===== config.mk =====
export PLATFORM = sky130hd
export DESIGN_NAME = slow_bus_stretch
export DESIGN_NICKNAME = d
export VERILOG_FILES = /design/src/rtl/slow_bus_pkg.sv /design/src/rtl/slow_region_dec.sv /design/src/rtl/stretch_fsm.sv /design/src/rtl/slow_bus_stretch.sv
export SDC_FILE = /design/constraint.sdc
export NUM_CORES = 1
export LEC_CHECK = 0
export BUFFER_PORTS_ARGS = -buffer_cell sky130_fd_sc_hd__buf_2
export CORE_AREA = 2 2 39 41
export CTS_BUF_LIST = sky130_fd_sc_hd__clkbuf_2
export DETAILED_ROUTE_END_ITERATION = 16
export DIE_AREA = 0 0 41 43
export HOLD_SLACK_MARGIN = 0.06
export SETUP_SLACK_MARGIN = 0.5
export SYNTH_ARGS = -nofsm -noshare
export SYNTH_HDL_FRONTEND = slang
export SYNTH_SLANG_ARGS = --single-unit

===== constraint.sdc =====
create_clock -name clk_i -period 1.6 [get_ports clk_i]
set_clock_uncertainty 0.1 [all_clocks]
set_input_delay 0.24 -clock clk_i [delete_from_list [all_inputs] [get_ports clk_i]]
set_output_delay 0.24 -clock clk_i [all_outputs]
set_load 0.02 [all_outputs]

===== src/rtl/slow_bus_pkg.sv =====
package slow_bus_pkg;
  typedef enum logic [1:0] {
    ST_IDLE  = 2'd0,
    ST_FIRST = 2'd1,
    ST_LAST  = 2'd2
  } stretch_state_e;
endpackage


===== src/rtl/slow_region_dec.sv =====
module slow_region_dec #(
  parameter int unsigned ADDR_W = 16,
  parameter logic [ADDR_W-1:0] SLOW_LO = 16'hFC00,
  parameter logic [ADDR_W-1:0] SLOW_HI = 16'hFEFF
) (
  input  logic [ADDR_W-1:0] addr_i,
  output logic              hit_o
);
  always_comb hit_o = (addr_i >= SLOW_LO) && (addr_i <= SLOW_HI);
endmodule


===== src/rtl/stretch_fsm.sv =====
module stretch_fsm
  import slow_bus_pkg::*;
(
  input  logic clk_i,
  input  logic rst_ni,
  input  logic hit_i,
  input  logic phase_i,
  output logic cpu_en_o,
  output logic slow_stb_o
);
  stretch_state_e st_q, st_d;

  always_comb begin
    st_d       = st_q;
    cpu_en_o   = 1'b0;
    slow_stb_o = 1'b0;
    unique case (st_q)
      ST_IDLE: begin
        if (!hit_i) begin
          cpu_en_o = 1'b1;
        end else if (phase_i) begin
          st_d = ST_FIRST;             // wait for the next slow period to open
        end else begin
          slow_stb_o = 1'b1;
          st_d       = ST_LAST;
        end
      end
      ST_FIRST: begin
        slow_stb_o = 1'b1;
        st_d       = ST_LAST;
      end
      ST_LAST: begin
        slow_stb_o = 1'b1;
        cpu_en_o   = 1'b1;
        st_d       = ST_IDLE;
      end
      default: st_d = ST_IDLE;
    endcase
  end

  always_ff @(posedge clk_i or negedge rst_ni) begin
    if (!rst_ni) st_q <= ST_IDLE;
    else         st_q <= st_d;
  end
endmodule


===== src/rtl/slow_bus_stretch.sv =====
module slow_bus_stretch #(
  parameter int unsigned ADDR_W = 16,
  parameter logic [ADDR_W-1:0] SLOW_LO = 16'hFC00,
  parameter logic [ADDR_W-1:0] SLOW_HI = 16'hFEFF
) (
  input  logic              clk_i,
  input  logic              rst_ni,
  input  logic [ADDR_W-1:0] addr_i,
  input  logic              phase_i,
  output logic              cpu_en_o,
  output logic              slow_stb_o
);
  logic slow_hit;

  slow_region_dec #(
    .ADDR_W (ADDR_W),
    .SLOW_LO(SLOW_LO),
    .SLOW_HI(SLOW_HI)
  ) u_dec (
    .addr_i(addr_i),
    .hit_o (slow_hit)
  );

  stretch_fsm u_fsm (
    .clk_i     (clk_i),
    .rst_ni    (rst_ni),
    .hit_i     (slow_hit),
    .phase_i   (phase_i),
    .cpu_en_o  (cpu_en_o),
    .slow_stb_o(slow_stb_o)
  );
endmodule


==> impl_metrics.json <==
{
  "path_clk_slew_ns": 0.03,
  "p_total_w": 0.000604,
  "syn-num-nets": 48,
  "end_kind": "output pin",
  "final_core_utilization": 0.333,
  "period_minus_slack_ns": 1.61,
  "detailed_place_hpwl_um": 426,
  "synth-edff-count": 0,
  "synth_top_cell_area_share": 0.221,
  "start_util": 0.164,
  "p_comb_frac": 0.748,
  "slew-limit-headroom": 0.710,
  "postPlaceCellArea_um2": 328,
  "synthCells": 25,
  "muxShareOfSynthArea": 0,
  "status": "complete, but fails checks",
  "clockPowerShare": 0.131,
  "max_freq_mhz": 620,
  "seq_area_frac_synth": 0.221,
  "rsz0062_at_grt": "yes",
  "fp-row-count": 14,
  "wl_per_cell_um": 10.4,
  "yosys.area_share.simple": 0.265,
  "grt_pass1_wl_mm": 1.10,
  "failed_checks": "setup timing",
  "dieWidth_um": 41,
  "grt_usage": 0.104,
  "antenna_found_initial": 0,
  "p_switching_w": 0.000229,
  "grt_max_degree": 5,
  "vias": 282,
  "placed_cells": 54,
  "fin_cells": 65,
  "power.internal_w": 0.000375,
  "grt_overflow": 0,
  "cp_max_fo": 2,
  "synth_area_leader_cell": "dfrtp_1",
  "synth-async-reset-ratio": 1.00,
  "drt_first_pass_iters": 4,
  "cts_root_buf": "clkbuf_2",
  "synth_top_family_by_area": "simple AND/OR/NAND/NOR gates",
  "place_congestion": 0.739,
  "numCtsBuffers": 3,
  "largest_reg_flops": 2,
  "irDropWorstVdd_mv": 0.475,
  "clk_path_buf_depth": 2,
  "tightestPinTransition_ns": 0.432,
  "synth.most_common_cell": "ha_1",
  "yosysWarningCount": 0,
  "drive_gt1_frac": 0.735,
  "areaGrowthSynthToFinish_pct": 103,
  "fin_area_um2": 460,
  "synth_cell_types": 17,
  "finalSetupViolCount": 1,
  "slew_viol_final": 0,
  "cp-start-kind": "register",
  "synth-compound-area-share": 0.243,
  "viasPerCell": 4.34,
  "finalHoldViolations": 0,
  "period_share": 1.01,
  "ys_ff_latch": 2,
  "tritoncts": "built",
  "diodes": 0,
  "nets": 74,
  "netlist_top_cells_area": "dfrtp_1, ha_1, a41oi_2",
  "top_register": "u_fsm.st_q",
  "io_pins": 21,
  "synth_commonest_cells": "ha_1, inv_1, dfrtp_1, nand2_1, nand4_1",
  "synth_xor_area_frac": 0,
  "postRouteWirelength_um": 679,
  "hp-class": "in -> async",
  "leakagePower_nw": 0.214,
  "clk_latency_ns": 0.19,
  "syn_area_um2": 226,
  "cp.arrival_ns": 1.27,
  "cts_sinks": 2,
  "power_frac_seq": 0.121,
  "drc": 0,
  "swShare": 0.379,
  "coreArea_um2": 1380,
  "drt_iter0_drc": 2,
  "die_h_um": 43,
  "fin_ws_ns": -0.0118,
  "dieArea_um2": 1760,
  "syn-mean-instance-area_um2": 9.06,
  "ys.flop_type": "dfrtp_1",
  "postRouteAntennaNets": 0,
  "worstSetupPathType": "reg -> out",
  "power.density_nw_per_um2": 1310,
  "port_buffers": 12,
  "h-tree-depth": 1,
  "drv_cap": 0,
  "synth_fa_ha_area_frac": 0.221,
  "grt_pass1_vias": 276,
  "worstPathRequired_ns": 1.26,
  "reg_top3": "u_fsm.st_q (2)"
}
==> layer usage <==
metal | vias up | global-route usage | share of wire
li1 | 145 | - | -
met1 | 130 | 0.100 | 0.40
met2 | 7 | 0.153 | 0.53
met3 | 0 | 0.0419 | 0.069
met4 | 0 | 0.100 | 0
met5 | - | 0 | 0
==> cell families (layout without fill, tap and decap cells) <==
family	count (synthesis)	after routing
AOI/OAI and AO/OA	6	6
and+or+nand+nor	10	10
DFF	2	2
adders and majority gates	4	4
buffers and inverters	3	27
==> metrics by stage <==
step / setup TNS, ns / hold WS, ns / setup WS (ns)
after floorplan: 0 / -0.156 / 0.185
after global placement: 0 / -0.0751 / 0.0989
after detailed placement: 0 / -0.0726 / 0.0939
after CTS: 0 / 0.242 / 0.0103
after global routing: -0.165 / 0.233 / -0.102
final: -0.0118 / 0.265 / -0.0118
==> power by group through the flow <==
stage / Combinational (W) / Sequential [W] / Clock, W
floorplan: 0.000168 / 0.0000760 / 0
global placement: 0.000225 / 0.0000788 / 0
detailed placement: 0.000229 / 0.0000786 / 0
CTS: 0.000362 / 0.0000729 / 0.0000887
global route: 0.000480 / 0.0000745 / 0.0000953
finish: 0.000452 / 0.0000733 / 0.0000790
==> timing repair <==
| action | CTS | global route |
|---|---|---|
| pin swaps | 2 | 1 |
| endpoints found under the hold margin | 2 | 0 |
| hold buffers | 1 | 0 |
| resized for setup | 13 | 4 |
| setup endpoints to repair | 4 | 4 |
| gates cloned | 0 | 0 |
| setup buffers | 3 | 4 |
==> worst max-delay path, stage by stage, from the launching register on <==
cell and delay, ns:
dfrtp_1 0.37, inv_2 0.09, ha_4 0.14, nor2b_4 0.14, a41oi_2 0.11, nor2_2 0.11
buf_6 0.12
==> cells in the final DEF (no fill, tap or decap), drive strengths merged <==
cell,count
a41oi,2
o31ai,1
clkbuf,3
buf,20
ha,4
o32a,1
nand4,2
o21bai,1
nor2,1
nor2b,1
dfrtp,2
dlygate4sd3,1
a21oi,1
nand2,2
nor3,1
and4,1
and2,2
inv,3
==> cell type report <==
| cell class | count | area [um^2] |
|---|---|---|
| inverter | 3 | 16.3 |
| tap | 16 | 20.0 |
| multi-input combinational | 20 | 213 |
| fill | 155 | 923 |
| timing repair buffer | 21 | 146 |
| sequential | 2 | 50.0 |
| clock buffer | 3 | 15.0 |
==> worst paths after layout <==
check	from	depth (start not counted)	slack, ns	endpoint
worst min-delay path	rst_ni	2	0.27	u_fsm.st_q[0]
worst max-delay path	u_fsm.st_q[0]	6	-0.01	slow_stb_o
worst min register to register	u_fsm.st_q[1]	2	0.57	u_fsm.st_q[1]
max in group asynchronous	rst_ni	2	1.04	u_fsm.st_q[1]
min in group clk_i	phase_i	3	0.27	u_fsm.st_q[0]
worst max register to register	u_fsm.st_q[0]	8	0.16	u_fsm.st_q[1]
Power figures use the tool's default switching activity.
